$ cat config.mk
export PLATFORM = sky130hd
export DESIGN_NAME = adc_seq_top
export DESIGN_NICKNAME = d
export VERILOG_FILES = /design/src/rtl/adc_seq_pkg.sv /design/src/rtl/adc_seq_timer.sv /design/src/rtl/adc_seq_eval.sv /design/src/rtl/adc_seq_regs.sv /design/src/rtl/adc_seq_top.sv
export SDC_FILE = /design/constraint.sdc
export NUM_CORES = 1
export LEC_CHECK = 0
export ABC_CLOCK_PERIOD_IN_PS = 2400
export BUFFER_PORTS_ARGS = -buffer_cell sky130_fd_sc_hd__clkbuf_2
export CAP_MARGIN = 10
export CORE_MARGIN = 1.5
export CORE_UTILIZATION = 52
export CTS_BUF_LIST = sky130_fd_sc_hd__clkbuf_8
export DETAILED_ROUTE_END_ITERATION = 8
export GPL_ROUTABILITY_DRIVEN = 0
export GPL_TIMING_DRIVEN = 0
export HOLD_SLACK_MARGIN = 0.02
export PLACE_DENSITY = 0.83
export SYNTH_ARGS = -nofsm -noshare
export SYNTH_HDL_FRONTEND = slang
export SYNTH_SLANG_ARGS = --single-unit
$ cat constraint.sdc
create_clock -name clk -period 2.4 [get_ports clk]
set_input_delay 0.24 -clock clk [delete_from_list [all_inputs] [get_ports clk]]
set_output_delay 0.24 -clock clk [all_outputs]
set_load 0.01 [all_outputs]
$ cat src/rtl/adc_seq_pkg.sv
package adc_seq_pkg;

  localparam int unsigned ADDR_W     = 3;
  localparam int unsigned LONGEST_OP = 90;

  typedef enum logic [ADDR_W-1:0] {
    A_CTRL   = 3'd0,
    A_CFG    = 3'd1,
    A_RES_HI = 3'd2,
    A_RES_LO = 3'd3,
    A_THR    = 3'd4
  } reg_addr_e;

  typedef enum logic {
    OP_CONVERT = 1'b0,
    OP_SENSE   = 1'b1
  } op_mode_e;

  typedef struct packed {
    logic [1:0] tsel;
    logic       clk_sel;
    logic       irq_en;
    op_mode_e   mode;
    logic       ext_en;
    logic       test;
  } cfg_t;

  localparam cfg_t CFG_RESET = '{tsel: 2'b00, clk_sel: 1'b0, irq_en: 1'b0,
                                 mode: OP_CONVERT, ext_en: 1'b0, test: 1'b1};

  // command register bit positions
  localparam int unsigned B_START = 0;
  localparam int unsigned B_ABOVE = 1;
  localparam int unsigned B_BUSY  = 2;
  localparam int unsigned B_END   = 3;

  function automatic int unsigned op_length(input op_mode_e m, input logic [1:0] t);
    int unsigned n;
    if (m == OP_CONVERT) begin
      case (t)
        2'd0:    n = 33;
        2'd1:    n = 48;
        2'd2:    n = 66;
        default: n = 90;
      endcase
    end else begin
      case (t)
        2'd0:    n = 18;
        2'd1:    n = 33;
        2'd2:    n = 51;
        default: n = 75;
      endcase
    end
    return n;
  endfunction

endpackage

$ cat src/rtl/adc_seq_timer.sv
module adc_seq_timer
  import adc_seq_pkg::*;
#(
  parameter int unsigned CNT_W = 7
) (
  input  logic       clk,
  input  logic       rst_n,
  input  logic       sw_start,
  input  logic       ext_en,
  input  logic       ext_trig,
  input  op_mode_e   mode,
  input  logic [1:0] tsel,
  output logic       busy,
  output logic       done
);

  logic             trig_q;
  logic             busy_q;
  logic [CNT_W-1:0] cnt_q;
  logic             ext_edge;
  logic             launch;

  assign ext_edge = ext_trig & ~trig_q;
  assign launch   = ~busy_q & (ext_en ? ext_edge : sw_start);
  assign done     = busy_q & (cnt_q == '0);
  assign busy     = busy_q;

  always_ff @(posedge clk or negedge rst_n) begin
    if (!rst_n) begin
      trig_q <= 1'b0;
      busy_q <= 1'b0;
      cnt_q  <= '0;
    end else begin
      trig_q <= ext_trig;
      if (launch) begin
        busy_q <= 1'b1;
        cnt_q  <= CNT_W'(op_length(mode, tsel) - 1);
      end else if (busy_q) begin
        if (cnt_q == '0) busy_q <= 1'b0;
        else             cnt_q  <= cnt_q - 1'b1;
      end
    end
  end

  p_len_bound_r1: assert property (@(posedge clk) disable iff (!rst_n)
    busy_q |-> (cnt_q <= CNT_W'(LONGEST_OP - 1)));

  p_done_idles_r3: assert property (@(posedge clk) disable iff (!rst_n)
    done |=> !busy_q);

  p_ext_masks_sw_r7: assert property (@(posedge clk) disable iff (!rst_n)
    (ext_en && sw_start && !busy_q && !(ext_trig && !trig_q)) |=> !busy_q);

  p_run_undisturbed_r8: assert property (@(posedge clk) disable iff (!rst_n)
    (busy_q && cnt_q != '0) |=> (busy_q && cnt_q == $past(cnt_q) - 1'b1));

endmodule

$ cat src/rtl/adc_seq_eval.sv
module adc_seq_eval
  import adc_seq_pkg::*;
#(
  parameter int unsigned SMP_W  = 10,
  parameter int unsigned DATA_W = 8
) (
  input  logic              clk,
  input  logic              rst_n,
  input  logic              done,
  input  op_mode_e          mode,
  input  logic              above_sel,
  input  logic [SMP_W-1:0]  sample,
  input  logic [DATA_W-1:0] thresh,
  output logic [SMP_W-1:0]  result,
  output logic              end_set
);

  logic [DATA_W-1:0] cmp_word;
  logic              hit;

  assign cmp_word = sample[SMP_W-1 -: DATA_W];
  assign hit      = above_sel ? (cmp_word > thresh) : (cmp_word < thresh);
  assign end_set  = done & ((mode == OP_CONVERT) | hit);

  always_ff @(posedge clk or negedge rst_n) begin
    if (!rst_n)                          result <= '0;
    else if (done && mode == OP_CONVERT) result <= sample;
  end

  p_conv_latch_r4: assert property (@(posedge clk) disable iff (!rst_n)
    (done && mode == OP_CONVERT) |=> (result == $past(sample)));

  p_sense_keeps_r5: assert property (@(posedge clk) disable iff (!rst_n)
    (done && mode == OP_SENSE) |=> $stable(result));

endmodule

$ cat src/rtl/adc_seq_regs.sv
module adc_seq_regs
  import adc_seq_pkg::*;
#(
  parameter int unsigned DATA_W = 8,
  parameter int unsigned SMP_W  = 10
) (
  input  logic              clk,
  input  logic              rst_n,
  input  logic              bus_wr,
  input  logic              bus_rmw,
  input  logic [ADDR_W-1:0] bus_addr,
  input  logic [DATA_W-1:0] bus_wdata,
  output logic [DATA_W-1:0] bus_rdata,
  input  logic              busy,
  input  logic              end_set,
  input  logic [SMP_W-1:0]  result,
  output logic [1:0]        tsel,
  output op_mode_e          mode,
  output logic              ext_en,
  output logic              above_sel,
  output logic [DATA_W-1:0] thresh,
  output logic              sw_start,
  output logic              irq
);

  localparam int unsigned CFG_W = $bits(cfg_t);

  cfg_t              cfg_q;
  logic              above_q;
  logic              end_q;
  logic [DATA_W-1:0] thr_q;
  logic              wr_ctrl;
  logic              clr_end;

  assign wr_ctrl  = bus_wr && (bus_addr == A_CTRL);
  assign clr_end  = wr_ctrl && !bus_wdata[B_END];
  assign sw_start = wr_ctrl && bus_wdata[B_START];

  always_ff @(posedge clk or negedge rst_n) begin
    if (!rst_n) begin
      cfg_q   <= CFG_RESET;
      above_q <= 1'b0;
      end_q   <= 1'b0;
      thr_q   <= '0;
    end else begin
      if (bus_wr && bus_addr == A_CFG) cfg_q <= cfg_t'(bus_wdata[CFG_W-1:0]);
      if (bus_wr && bus_addr == A_THR) thr_q <= bus_wdata;
      if (wr_ctrl) above_q <= bus_wdata[B_ABOVE];
      if (end_set)      end_q <= 1'b1;
      else if (clr_end) end_q <= 1'b0;
    end
  end

  always_comb begin
    bus_rdata = '0;
    case (bus_addr)
      A_CTRL: begin
        bus_rdata[B_ABOVE] = above_q;
        bus_rdata[B_BUSY]  = busy;
        bus_rdata[B_END]   = end_q | bus_rmw;
      end
      A_CFG:    bus_rdata[CFG_W-1:0] = cfg_q;
      A_RES_HI: bus_rdata = DATA_W'(result >> DATA_W);
      A_RES_LO: bus_rdata = result[DATA_W-1:0];
      A_THR:    bus_rdata = thr_q;
      default:  bus_rdata = '0;
    endcase
  end

  assign tsel      = cfg_q.tsel;
  assign mode      = cfg_q.mode;
  assign ext_en    = cfg_q.ext_en;
  assign above_sel = above_q;
  assign thresh    = thr_q;
  assign irq       = end_q & cfg_q.irq_en;

  p_end_sticky_r9: assert property (@(posedge clk) disable iff (!rst_n)
    (end_q && !clr_end) |=> end_q);

  p_start_reads_zero_r6: assert property (@(posedge clk) disable iff (!rst_n)
    (bus_addr == A_CTRL) |-> !bus_rdata[B_START]);

  p_rmw_end_high_r11: assert property (@(posedge clk) disable iff (!rst_n)
    (bus_rmw && bus_addr == A_CTRL) |-> bus_rdata[B_END]);

endmodule

$ cat src/rtl/adc_seq_top.sv
module adc_seq_top
  import adc_seq_pkg::*;
#(
  parameter int unsigned DATA_W = 8,
  parameter int unsigned SMP_W  = 10
) (
  input  logic              clk,
  input  logic              rst_n,
  input  logic              bus_wr,
  input  logic              bus_rmw,
  input  logic [ADDR_W-1:0] bus_addr,
  input  logic [DATA_W-1:0] bus_wdata,
  output logic [DATA_W-1:0] bus_rdata,
  input  logic [SMP_W-1:0]  sample_in,
  input  logic              ext_trig,
  output logic              busy,
  output logic              irq
);

  localparam int unsigned CNT_W = $clog2(LONGEST_OP);

  logic              done;
  logic              end_set;
  logic              sw_start;
  logic              ext_en;
  logic              above_sel;
  logic [1:0]        tsel;
  op_mode_e          mode;
  logic [DATA_W-1:0] thresh;
  logic [SMP_W-1:0]  result;

  adc_seq_regs #(.DATA_W(DATA_W), .SMP_W(SMP_W)) u_regs (
    .clk       (clk),
    .rst_n     (rst_n),
    .bus_wr    (bus_wr),
    .bus_rmw   (bus_rmw),
    .bus_addr  (bus_addr),
    .bus_wdata (bus_wdata),
    .bus_rdata (bus_rdata),
    .busy      (busy),
    .end_set   (end_set),
    .result    (result),
    .tsel      (tsel),
    .mode      (mode),
    .ext_en    (ext_en),
    .above_sel (above_sel),
    .thresh    (thresh),
    .sw_start  (sw_start),
    .irq       (irq)
  );

  adc_seq_timer #(.CNT_W(CNT_W)) u_timer (
    .clk      (clk),
    .rst_n    (rst_n),
    .sw_start (sw_start),
    .ext_en   (ext_en),
    .ext_trig (ext_trig),
    .mode     (mode),
    .tsel     (tsel),
    .busy     (busy),
    .done     (done)
  );

  adc_seq_eval #(.SMP_W(SMP_W), .DATA_W(DATA_W)) u_eval (
    .clk       (clk),
    .rst_n     (rst_n),
    .done      (done),
    .mode      (mode),
    .above_sel (above_sel),
    .sample    (sample_in),
    .thresh    (thresh),
    .result    (result),
    .end_set   (end_set)
  );

endmodule

== After elaboration in Yosys (flattened, before gate mapping) ==
Cells that the tools add are included.
Storage, ports and cells
  flip-flop bits (word level): 36
  bits in latches: 0
  RAM bits: 0
  memory bits (read-only): 0
  input port bits: 26
  memories kept: 0
Cells by class
  add/subtract/negate cells: 2
  $mul: 0
  divide/modulo/power cells: 0
  order comparisons: 2
  equal/unequal tests: 7
  shift-type cells: 0
  multiplexer cells: 18
  bitwise operators: 10
  reduce and logical (&&, ||, !) cells: 13
Operators with widths (number)
  $pmux 7 s3: 2
  $mux 7: 5
  $pmux 3 s5: 1
  $sub 7x1->7 const B: 2
  $pmux 3 s3: 1
  $gt 8x8->1: 1
  $lt 8x8->1: 1
  $logic_not 7->1: 1
  $mux 1: 7
  $eq 3x2->1 const B: 2
  $logic_and 1x1->1: 6
  $and 1x1->1: 5
  $pmux 1 s4: 1
  $reduce_bool 2->1: 2
  $eq 3x1->1 const B: 1
  $eq 3x3->1 const B: 1
  $logic_not 3->1: 1
  $not 1->1: 3
  $eq 2x1->1 const B: 1
  $eq 2x2->1 const B: 1
  $logic_not 2->1: 1
  $ne 2x1->1 const B: 1
  $or 1x1->1: 2
  $pmux 1 s2: 1
  2 further kinds: 2

== Longest topological paths before layout ==
Gate-level depths: netlist (run 1).
  word-level depth: 8
  mapped depth: 13
  gate-level depth less buffers: 11

== Modules after synthesis ==
From an unflattened synthesis (run 1), not the netlist that was laid out.
Unflattened totals
  cells, all modules: 207
  area total of the unflattened synthesis: 2324.7 um^2
Modules (own cells, without submodules)
  adc_seq_regs: times used 1, cells each 80, area each 977.2 um^2
  adc_seq_timer: times used 1, cells each 76, area each 747.0 um^2
  adc_seq_eval: times used 1, cells each 51, area each 600.6 um^2

== Least setup slack after synthesis (run 1) ==
OpenSTA, ideal clock, no wires.
  path kind: register -> register
  start point: register u_regs.cfg_q, in the netlist u_regs.tsel[0]
  end point: register u_timer.cnt_q[6]
  setup time: 0.133 ns
  arrival time: 2.410 ns
  setup slack: -0.143 ns
  stages on the path, launching flop included: 13
  buffers on the path: 1
  period minus slack after synthesis: 2.543 ns
  cells stage by stage: dfrtp_1 -> clkbuf_1 -> inv_1 -> ha_1 -> nor3_1 -> a211oi_1 -> a21oi_1 -> ha_1 -> nor3b_1 -> mux2i_1 -> nor2_1 -> a2111oi_2 -> a31oi_1
On the way
  word-level cells in the longest chain between the ends: 6
  elaborated cells between the ends (all ways): 9
  those cells by class: 1 x add/sub; 2 x eq/ne; 5 x mux; 1 x reduce/logical
RTL lines
  start: declaration: line adc_seq_regs.sv:28  | cfg_t cfg_q;
  start signal: assignment: line adc_seq_regs.sv:46  | if (bus_wr && bus_addr == A_CFG) cfg_q <= cfg_t'(bus_wdata[CFG_W-1:0]);
  $eq 2x2->1, or another cell as far along: line adc_seq_pkg.sv:40, adc_seq_pkg.sv:47
  $pmux 7 s3 (on tied branches): line adc_seq_pkg.sv:40, adc_seq_pkg.sv:47
  $mux 7 *: line adc_seq_pkg.sv:39  | if (m == OP_CONVERT) begin
  $mux 7 *: line adc_seq_timer.sv:35  | if (launch) begin
  $sub 7x1->7 *: line adc_seq_timer.sv:37  | cnt_q <= CNT_W'(op_length(mode, tsel) - 1);
  $mux 7 *: line adc_seq_timer.sv:35
  end signal: assignment: line adc_seq_timer.sv:37
  end signal: assignment: line adc_seq_timer.sv:40  | else cnt_q <= cnt_q - 1'b1;
  end: declaration: line adc_seq_timer.sv:19  | logic [CNT_W-1:0] cnt_q;
Mark *: on every way between the ends. The rest lies on a longest branch, timed or not. The select of a mux whose other input is x is not followed.
A chain may end at the register's enable or synchronous reset.

== Final worst setup path (run 1) ==
  start point: register u_regs.cfg_q, in the netlist u_regs.ext_en
  end point: register u_timer.cnt_q[6]
On the way
  word-level cells in the longest chain between the ends: 4
  elaborated cells between the ends (all ways): 6
  those cells by class: 1 x eq/ne; 2 x mux; 1 x bitwise; 2 x reduce/logical
RTL lines
  $mux 1 *: line adc_seq_timer.sv:24  | assign launch = ~busy_q & (ext_en ? ext_edge : sw_start);
  $and 1x1->1 *: line adc_seq_timer.sv:24
  $ne 2x1->1 (no source line) / $reduce_bool 2->1 (equally long branches)
  $reduce_and 2->1 (no source line)
Mark *: on every way between the ends. The rest lies on a longest branch, timed or not.

==> key figures, run 1 <==
Route
  • Met2 Wirelength: 2540 um
  • Metal3 WL: 275 um
  • Drt initial violations: 160
  • Highest routed layer: met4
  • Pre-antenna DRT Iters: 4
  • Via count: about 1900
  • Met1 Wirelength: between 2000 and 2500 um
  • ANT nets after route: 0
  • Via density: 5.89
  • Total wire length: between 5000 and 6000 um
  • DR WL/cell: approximately 16 um
  • Residual DRC: 0

Layout
  • Multi-input gate area: 1330 sq um
  • Area Overhead vs Synth: 22.2%
  • Filler cells: 299
  • Antenna Cells: 0
  • Storage cell area: 902 sq um
  • Share of layout cells above drive strength 1: 32.7%
  • Design Area, Final: 2730 sq um
  • Non-Filler Instances: 331
  • Final-stage net count: 319

Pwr
  • Pwr dens: 931 nW/um^2
  • Pleak: 1.24 nW
  • Max VDD drop: 466 uV
  • Total chip power: 2.54 mW

Yosys
  • Compound-Gate Fraction of Synth Area: 15.8%
  • Sequential share of the synthesized area: 40.4%
  • Netlist cell types: 46
  • Post-Synth Adder-Cell Area: 7.28%
  • Yosys warning total: 0
  • Post-synth top area share: 39.2%
  • Syn Area/Cell: 9.55 sq um
  • Synth top area cells: dfrtp_1, mux2_2, ha_1, nand2_1, o21ai_0
  • Largest family of logic cells by synthesized area: simple AND/OR/NAND/NOR gates
  • Number of flops mapped to enable cells by yosys: 0
  • Post-Synth Simple-Gate Area: 16.9%
  • Xor/xnor cell area share of the yosys netlist: 1.57%
  • Multiplexer share of the synthesized area: 13.6%
  • Largest area contributor in the netlist: dfrtp_1
  • Synth Net Count: 273
  • Syn Inst Count: 234
  • Ys flop type: dfrtp_1
  • Synth async-reset ratio: 100%
  • Synth Register Bits: 36
  • Post-synthesis cell area: 2230 sq um

STA
  • Count of final hold-check violations: 0
  • Minimum clock period: 2.39 ns
  • RSZ-0062 raised after global routing: true
  • Slew headroom: 39.7%
  • Clk_skew: 0.00391 ns
  • Fin. max-slew vios: 0
  • Tcrit/Tclk final: around 100%
  • Final setup viols: 0
  • Worst Hold Slack: 0.0600 ns
  • Final worst slack: between 0.007 and 0.008 ns
  • Peak Freq: 418 MHz
  • Measured slew at the worst slew-check pin: 0.905 ns

Die
  • Row cnt: 23
  • I/O pin total: 36
  • Die H: roughly 69 um
  • Die Area: roughly 4700 sq um
  • Initial Util: 55.1%
  • Placeable Area: approximately 4000 sq um
  • DIE WIDTH: 68.6 um

GRT
  • Largest net degree at the start of global routing: 37
  • Vias in the first global route: 1923
  • GRT Total Usage: between 20% and 30%
  • Remaining global-route overflow: 0
  • First-pass GRT wire length: around 9200 um
  • Initial antenna violation count: 0

Place
  • Place WS: -0.350 ns
  • Cells after DPL: 317
  • DP Area: 2470 sq um
  • Dpl hpwl: 3720 um
  • Port bufs: 33

Setup path
  • Worst setup path class: reg -> reg
  • Critical path arrival: 2.56 ns
  • WP data required: approximately 2.6 ns
  • CP Capture Type: flip-flop
  • CP max FO: 10
  • Worst Setup Start Kind: flip-flop

CTS
  • Cts bufs inserted: 5
  • Clock Latency Late Sink: 0.29 ns
  • Max Root-Sink Buffers: 2
  • # clock sinks: 36
  • CTS tree: yes
  • Clock root buffer: clkbuf_8
  • Clock transition at the registers of the reported paths: approximately 0.070 ns
  • H-tree levels: 2
  • Post-CTS Hold Fix Bufs: 0

Min path
  • Worst Hold Class: in -> async

Run status
  • Status: finished, final reports clean

Run
  • Max_cap viols: 0
==> timing repair <==
item,in CTS,in global routing
pin swaps,2,6
gates resized for setup,12,9
setup buffers,5,2
setup endpoints to repair,1,2
==> Yosys cell counts (all sizes together) (3+ instances only) <==
master,count
nor2b,3
a31oi,3
mux2,19
a21oi,12
buf,5
mux2i,9
dfrtp,35
nand2,29
inv,12
nor3,7
nand2b,4
clkbuf,5
nor2,16
ha,13
nand3,3
o21ai,21
==> worst paths after layout <==
check	slack, ns	from	cells past startpoint	to
max	0.008	u_regs.ext_en	11	u_timer.cnt_q[6]
min	0.06	rst_n	1	u_eval.result[9]
max reg2reg	0.008	u_regs.ext_en	11	u_timer.cnt_q[6]
min reg2reg	0.51	u_regs.cfg_q[4]	1	u_regs.cfg_q[4]
max in group asynchronous	1.77	rst_n	1	u_regs.thresh[5]
min in group clk	0.07	ext_trig	1	u_timer.trig_q
==> flip-flops by register name, summed over array words and instances (netlist names) <==
| signal | count |
|---|---|
| u_timer.cnt_q | 7 |
| u_regs.mode | 1 |
| u_regs.end_q | 1 |
| u_timer.trig_q | 1 |
| u_regs.cfg_q | 3 |
| u_regs.thresh | 8 |
| u_timer.busy | 1 |
| u_eval.result | 10 |
| u_regs.above_sel | 1 |
| u_regs.tsel | 2 |
| u_regs.ext_en | 1 |
==> stage by stage <==
| stage | setup TNS, ns | util (%) |
|---|---|---|
| floorplan | 0 | - |
| global placement | -0.244 | 61.0 |
| detailed placement | -0.350 | 61.0 |
| CTS | 0 | 65.8 |
| global route | -0.101 | 67.3 |
| finish | 0 | 67.3 |
==> area by class of cell <==
cell class	count	share of cell area (%)
inverters	12	1.79
well taps	50	2.29
flip-flops and latches	36	33.0
clock inverters	3	1.42
repair buffers	40	7.97
clock buffers	5	2.52
multi-input cells	176	48.7
plain buffers	9	2.29
==> cells in the final DEF (no fill, tap or decap), drive strengths merged, types with 3 or more instances in the layout <==
| cell type | count |
|---|---|
| a21oi | 12 |
| a31oi | 3 |
| buf | 12 |
| clkbuf | 42 |
| dfrtp | 35 |
| ha | 13 |
| inv | 12 |
| mux2 | 19 |
| mux2i | 9 |
| nand2 | 29 |
| nand2b | 4 |
| nand3 | 3 |
| nor2 | 16 |
| nor2b | 3 |
| nor3 | 7 |
| o21ai | 21 |
==> metal layers <==
| metal | up-vias | GRT usage [%] |
|---|---|---|
| met5 | - | 0 |
| met4 | 0 | 11.0 |
| met3 | 13 | 5.52 |
| met2 | 58 | 41.0 |
| met1 | 955 | 36.2 |
| li1 | 923 | - |
==> worst max-delay path: stages (launching register included) <==
cell       delay, ns
dfrtp_1         0.41
nand3b_1        0.24
a21o_1          0.22
buf_6           0.14
a211oi_4        0.22
a21oi_2         0.05
ha_2            0.20
buf_4           0.15
nand2_1         0.07
o21bai_1        0.08
a2111oi_2       0.40
a31oi_1         0.07
==> cell families (layout without fill, tap and decap cells) <==
family,Yosys count,count (layout)
AO/OA/AOI/OAI,56,56
XOR/XNOR,4,4
adder cells (fa/ha/maj),13,13
buffers and inverters,22,69
flip-flops,36,36
multiplexers,28,28
AND/OR/NAND/NOR,75,75
==> where the power goes <==
| part | leakage, nW | switching [mW] | internal [mW] |
|---|---|---|---|
| clock network | 0.0593 | 0.225 | 0.304 |
| registers | 0.444 | 0.188 | 0.815 |
| logic | 0.739 | 0.502 | 0.509 |
No activity file was read; power rests on OpenSTA's default activity.
==> run 2: changes to the inputs <==
CORE_UTILIZATION = 39   (was 52)
PLACE_DENSITY = 0.67   (was 0.83)
==> run 2 against run 1 <==
The flow now finishes with violations (setup timing). Combinational power hardly changed. Clock power is 12% lower. Total power is 2.6% lower. Cell count is 7.3% higher. Critical endpoint unchanged. Largest cell class unchanged.
==> key figures, run 2 (synthesized netlist as in run 1, its figures left out) <==
Run status
  • Status: finished, violations left (was finished, final reports clean)
  • Violated checks: setup timing

Route
  • Drt initial violations: 67 (was 160)
  • Via density: 5.47 (was 5.89)
  • DR WL/cell: 15.5 um (was 16.4 um)
  • Via count: 1941 (was 1949)
  • Total wire length: 5520 um (was 5420 um)
  • Pre-antenna DRT Iters: 4 (unchanged)
  • ANT nets after route: 0 (unchanged)
  • Residual DRC: 0 (unchanged)

Run
  • Max_cap viols: 0 (unchanged)

CTS
  • Clock transition at the registers of the reported paths: 0.08 ns (was 0.07 ns)
  • Max Root-Sink Buffers: 2 (unchanged)
  • # clock sinks: 36 (unchanged)
  • Clock Latency Late Sink: 0.30 ns (was 0.29 ns)
  • H-tree levels: 2 (unchanged)
  • CTS tree: yes (unchanged)
  • Clock root buffer: clkbuf_8 (unchanged)
  • Post-CTS Hold Fix Bufs: 0 (unchanged)
  • Cts bufs inserted: 5 (unchanged)

Setup path
  • WP data required: 2.61 ns (was 2.57 ns)
  • Critical-path top delay cell: or4b_1 (was dfrtp_1)
  • Buffers & Inverters on Critical Path: 3 (was 2)
  • Top delay family on crit path: simple AND/OR/NAND/NOR gates (was compound AO/OA/AOI/OAI gates)
  • Critical-path cell list: clkbuf_8 -> clkinvlp_4 -> ha_4 -> nor3_2 -> a211oi_1 -> a21oi_1 -> ha_2 -> buf_4 -> nand3_4 -> or4b_1 -> a31oi_1 (was nand3b_1 -> a21o_1 -> buf_6 -> a211oi_4 -> a21oi_2 -> ha_2 -> buf_4 -> nand2_1 -> o21bai_1 -> a2111oi_2 -> a31oi_1)
  • Worst setup path class: reg -> reg (unchanged)
  • CP max FO: 4 (was 10)
  • CP Capture Type: flip-flop (unchanged)
  • Critical Path Max Stage Delay: 0.52 ns (was 0.41 ns)
  • Critical path arrival: 2.62 ns (was 2.56 ns)
  • Worst Setup Start Kind: flip-flop (unchanged)

STA
  • Final setup viols: 1 (was 0)
  • Fin. max-slew vios: 0 (unchanged)
  • Final worst slack: -0.00630 ns (was 0.00784 ns)
  • Tcrit/Tclk final: 100% (was 99.7%)
  • Sum Neg Setup Slack: -0.00630 ns (was 0 ns)
  • Peak Freq: 416 MHz (was 418 MHz)
  • Slew headroom: 38.9% (was 39.7%)
  • RSZ-0062 raised after global routing: true (unchanged)
  • Measured slew at the worst slew-check pin: 0.917 ns (was 0.905 ns)
  • Count of final hold-check violations: 0 (unchanged)
  • Clk_skew: 0.00491 ns (was 0.00391 ns)
  • Minimum clock period: 2.41 ns (was 2.39 ns)
  • Worst Hold Slack: 0.0639 ns (was 0.0600 ns)

Place
  • Port bufs: 33 (unchanged)
  • Dpl hpwl: 3900 um (was 3720 um)

Layout
  • Antenna Cells: 0 (unchanged)
  • Final-stage net count: 321 (was 319)
  • Area Overhead vs Synth: 22.7% (was 22.2%)
  • Commonest cells after routing, fill and taps aside: clkbuf_2, dfrtp_1, nand2_1, o21ai_0, mux2_2 (was dfrtp_1, clkbuf_2, nand2_1, o21ai_0, mux2_2)
  • Largest Register: u_eval.result (unchanged)
  • Filler cells: 536 (was 299)
  • Largest register FFs: 10 (unchanged)
  • Share of layout cells above drive strength 1: 32.5% (was 32.7%)

Die
  • Die Area: 6190 sq um (was 4700 sq um)
  • Row cnt: 27 (was 23)
  • DIE WIDTH: 78.7 um (was 68.6 um)
  • Initial Util: 40.6% (was 55.1%)
  • Die H: 78.7 um (was 68.6 um)
  • Placeable Area: 5510 sq um (was 4060 sq um)
  • I/O pin total: 36 (unchanged)

Min path
  • Worst Hold Class: in -> reg (was in -> async)

GRT
  • Initial antenna violation count: 0 (unchanged)
  • Remaining global-route overflow: 0 (unchanged)
  • Largest net degree at the start of global routing: 37 (unchanged)
  • First-pass GRT wire length: 9340 um (was 9200 um)
  • GRT Total Usage: 19.4% (was 26.5%)
  • Vias in the first global route: 1897 (was 1923)

Pwr
  • Max VDD drop: 475 uV (was 466 uV)
  • Pleak: 1.24 nW (about the same)
  • Pwr dens: 903 nW/um^2 (was 931 nW/um^2)
==> run 2: cell count changes in the layout (fill, tap and decap cells not counted), sizes merged <==
| cell | before | now |
|---|---|---|
| buf | 12 | 14 |
| bufinv | 1 | 0 |
| clkbuf | 42 | 43 |
| clkinv | 1 | 0 |
| clkinvlp | 1 | 2 |
==> run 2: final timing paths <==
| kind | start | end | slack (ns) | depth (start not counted) |
|---|---|---|---|---|
| setup / recovery | u_regs.tsel[0] | u_timer.cnt_q[6] | -0.006 | 11 |
| hold / removal | ext_trig | u_timer.trig_q | 0.06 | 1 |
| setup reg to reg | u_regs.tsel[0] | u_timer.cnt_q[6] | -0.006 | 11 |
| hold reg to reg | u_eval.result[2] | u_eval.result[2] | 0.51 | 1 |
| max in group asynchronous | rst_n | u_regs.tsel[1] | 1.71 | 1 |
| min in group asynchronous | rst_n | u_regs.above_sel | 0.07 | 1 |
==> run 2: area by class of cell <==
class                           count  area (sq um)  share of cell area [%]
Multi-Input combinational cell    176          1310                    47.8
Sequential cell                    36           903                    33.0
Timing Repair Buffer               42           233                    8.49
Tap cell                           72          90.1                    3.29
Clock buffer                        6          82.6                    3.01
Buffer                              9          62.6                    2.28
Inverter                           12          48.8                    1.78
Clock inverter                      2          11.3                   0.411
==> run 2: through the flow <==
stage | util, % | total power [mW] | cell area [sq um] | worst slack [ns] | std cells
detailed placement | 45.4 | 1.88 | 2500 | -0.315 | 339
floorplan | - | 1.62 | 2250 | 0.00224 | 234
CTS | 48.7 | 2.41 | 2680 | 0.0176 | 353
global placement | 45.4 | 1.84 | 2500 | -0.308 | 339
global route | 49.8 | 2.64 | 2740 | -0.151 | 355
finish | 49.8 | 2.48 | 2740 | -0.00630 | 355
==> run 2: power by group <==
group          total [mW]  leakage [nW]  internal, mW  switching, mW
Sequential           1.01         0.442         0.815          0.191
Clock               0.464        0.0486         0.229          0.235
Combinational        1.01         0.750         0.518          0.489
==> run 2: repair_timing <==
action / CTS / global route
gates resized for setup: 8 / 10
hold endpoints to repair: 0 / 0
pin swaps: 3 / 5
setup buffers: 6 / 3
setup endpoints to repair: 1 / 2
==> run 2: layer usage <==
layer	GRT usage, %	wire, um	vias up
li1	-	-	926
met1	26.9	2670	968
met2	30.5	2600	39
met3	3.10	172	8
met4	6.96	77	0
met5	0	0	-
==> run 3: changes to the inputs <==
PLACE_DENSITY = not set   (was 0.67)
PLACE_DENSITY_LB_ADDON = 0.2   (was not set)
==> run 3 against run 2 <==
The run now ends clean. Clock power fell by 2%. Global-route usage fell by 0.45 points. Design area fell by 1.0%. Critical path depth fell by 1. Wire length fell by 2.7%. Clock skew fell by 0.0013 ns. Maximum frequency rose by 1.5%. Core utilization fell by 0.50 points. Hold slack improved by 0.013 ns. Critical path type unchanged.
==> key figures, run 3 (synthesized netlist as in run 1, its figures left out) <==
Setup path
  • Worst r2r path cells: 10 (was 11)
  • Worst Setup Start Kind: flip-flop (unchanged)
  • Worst reg2reg startpoint: u_regs.tsel[0] (unchanged)
  • Critical-path top delay cell: or4b_1 (unchanged)
  • Top delay family on crit path: simple AND/OR/NAND/NOR gates (unchanged)
  • WP data required: 2.60 ns (was 2.61 ns)
  • Crit path to: u_timer.cnt_q[6] (unchanged)
  • Critical-path cell list: clkbuf_8 -> clkinvlp_4 -> ha_4 -> nor3_4 -> a211oi_2 -> a21oi_1 -> ha_2 -> nand3_1 -> or4b_1 -> a31oi_1 (was clkbuf_8 -> clkinvlp_4 -> ha_4 -> nor3_2 -> a211oi_1 -> a21oi_1 -> ha_2 -> buf_4 -> nand3_4 -> or4b_1 -> a31oi_1)
  • Critical path depth in cells: 10 (was 11)
  • RR Endpoint: u_timer.cnt_q[6] (unchanged)
  • Setup crit start: u_regs.tsel[0] (unchanged)
  • CP Capture Type: flip-flop (unchanged)
  • Critical Path Max Stage Delay: 0.50 ns (was 0.52 ns)
  • Buffers & Inverters on Critical Path: 2 (was 3)
  • CP max FO: 4 (unchanged)
  • Reg-to-reg slack, setup: 0.03 ns (was -0.006 ns)
  • Critical path arrival: 2.58 ns (was 2.62 ns)
  • Worst setup path class: reg -> reg (unchanged)

Die
  • Die H: 78.7 um (unchanged)
  • Row cnt: 27 (unchanged)
  • Placeable Area: 5510 sq um (unchanged)
  • Die Area: 6190 sq um (unchanged)
  • DIE WIDTH: 78.7 um (unchanged)
  • I/O pin total: 36 (unchanged)
  • Initial Util: 40.6% (unchanged)

GRT
  • Initial antenna violation count: 0 (unchanged)
  • GRT Total Usage: 18.9% (was 19.4%)
  • Largest net degree at the start of global routing: 37 (unchanged)
  • Remaining global-route overflow: 0 (unchanged)
  • First-pass GRT wire length: 9160 um (was 9340 um)
  • Vias in the first global route: 1805 (was 1897)

STA
  • Worst Hold Slack: 0.0774 ns (was 0.0639 ns)
  • Tcrit/Tclk final: 98.8% (was 100%)
  • Slew headroom: 38.5% (was 38.9%)
  • RSZ-0062 raised after global routing: true (unchanged)
  • Measured slew at the worst slew-check pin: 0.922 ns (was 0.917 ns)
  • Minimum clock period: 2.37 ns (was 2.41 ns)
  • Final setup viols: 0 (was 1)
  • Fin. max-slew vios: 0 (unchanged)
  • Peak Freq: 422 MHz (was 416 MHz)
  • Clk_skew: 0.00364 ns (was 0.00491 ns)
  • Count of final hold-check violations: 0 (unchanged)

Layout
  • Antenna Cells: 0 (unchanged)
  • Final-stage net count: 319 (was 321)
  • Storage cell area: 902 sq um (was 903 sq um)
  • Final core occ: 49.3% (was 49.8%)
  • Area Overhead vs Synth: 21.4% (was 22.7%)
  • Share of layout cells above drive strength 1: 31.7% (was 32.5%)
  • Filler cells: 538 (was 536)
  • Largest register FFs: 10 (unchanged)
  • Most common cell after layout, fill and taps aside: dfrtp_1
  • Multi-input gate area: 1300 sq um (was 1310 sq um)
  • Largest Register: u_eval.result (unchanged)
  • Commonest cells after routing, fill and taps aside: dfrtp_1, clkbuf_2, nand2_1, o21ai_0, mux2_2 (was clkbuf_2, dfrtp_1, nand2_1, o21ai_0, mux2_2)

Pwr
  • Max VDD drop: 398 uV (was 475 uV)
  • Pwr dens: 891 nW/um^2 (was 903 nW/um^2)
  • Total chip power: 2.42 mW (was 2.48 mW)
  • Pleak: 1.23 nW (was 1.24 nW)

CTS
  • Clock root buffer: clkbuf_8 (unchanged)
  • Post-CTS Hold Fix Bufs: 0 (unchanged)
  • # clock sinks: 36 (unchanged)
  • CTS tree: yes (unchanged)
  • H-tree levels: 2 (unchanged)
  • Clock transition at the registers of the reported paths: 0.08 ns (about the same)
  • Max Root-Sink Buffers: 2 (unchanged)
  • Cts bufs inserted: 5 (unchanged)
  • Clock Latency Late Sink: 0.28 ns (was 0.30 ns)

Route
  • DR WL/cell: 15.2 um (was 15.5 um)
  • Via count: 1848 (was 1941)
  • ANT nets after route: 0 (unchanged)
  • Drt initial violations: 80 (was 67)
  • Total wire length: 5370 um (was 5520 um)
  • Residual DRC: 0 (unchanged)
  • Pre-antenna DRT Iters: 4 (unchanged)
  • Via density: 5.24 (was 5.47)

Run
  • Max_cap viols: 0 (unchanged)

Run status
  • Status: finished, final reports clean (was finished, violations left)

Place
  • Port bufs: 33 (unchanged)
  • Dpl hpwl: 3840 um (was 3900 um)

Min path
  • Worst Hold Class: in -> async (was in -> reg)
-- run 3: changes by cell type in the layout (fill, tap and decap cells not counted), sizes merged --
cell / before / now
inv: 12 / 11
clkinvlp: 2 / 1
clkinv: 0 / 2
clkbuf: 43 / 44
buf: 14 / 11
-- run 3: worst min-delay path by stage --
stage,endpoint,slack [ns],from
2_1_floorplan,u_eval.result[0],-0.06,rst_n
3_3_place_gp,u_timer.trig_q,0.37,ext_trig
3_5_place_dp,u_timer.trig_q,0.37,ext_trig
4_1_cts,u_timer.trig_q,0.07,ext_trig
5_1_grt,u_timer.trig_q,0.08,ext_trig
6_report,u_regs.cfg_q[3],0.08,rst_n
-- run 3: repair_timing --
item                       CTS  global route
cloned                       0             0
buffers inserted             4             2
resized for setup           12             3
setup endpoints to repair    1             1
pin swaps                    5             4
-- run 3: power by group --
| group | internal (mW) | switching, mW | leakage (nW) |
|---|---|---|---|
| Sequential | 0.815 | 0.159 | 0.444 |
| Combinational | 0.497 | 0.494 | 0.733 |
| Clock | 0.229 | 0.224 | 0.0510 |
-- run 3: final cells by class --
type | instances | area share, %
plain buffers | 10 | 2.44
clock buffers | 6 | 3.04
clock inverters | 2 | 0.369
inverters | 12 | 1.80
multi-input cells | 176 | 48.0
flip-flops and latches | 36 | 33.2
well taps | 72 | 3.32
repair buffers | 39 | 7.75
-- run 3: stage by stage --
stage | setup slack (ns) | TNS [ns] | instance area [sq um] | instances
floorplan | 0.00224 | 0 | 2250 | 234
global placement | -0.312 | -0.312 | 2500 | 339
detailed placement | -0.298 | -0.298 | 2500 | 339
CTS | 0.0120 | 0 | 2680 | 351
global route | -0.0949 | -0.0949 | 2710 | 353
finish | 0.0284 | 0 | 2710 | 353
-- run 3: metal layers --
layer / track usage (%) / part of all wire, % / vias up
met2: 28.6 / 44 / 41
met3: 2.76 / 3.7 / 5
met1: 28.0 / 52 / 884
li1: - / - / 918
met4: 5.36 / 1.1 / 0
met5: 0 / 0 / -
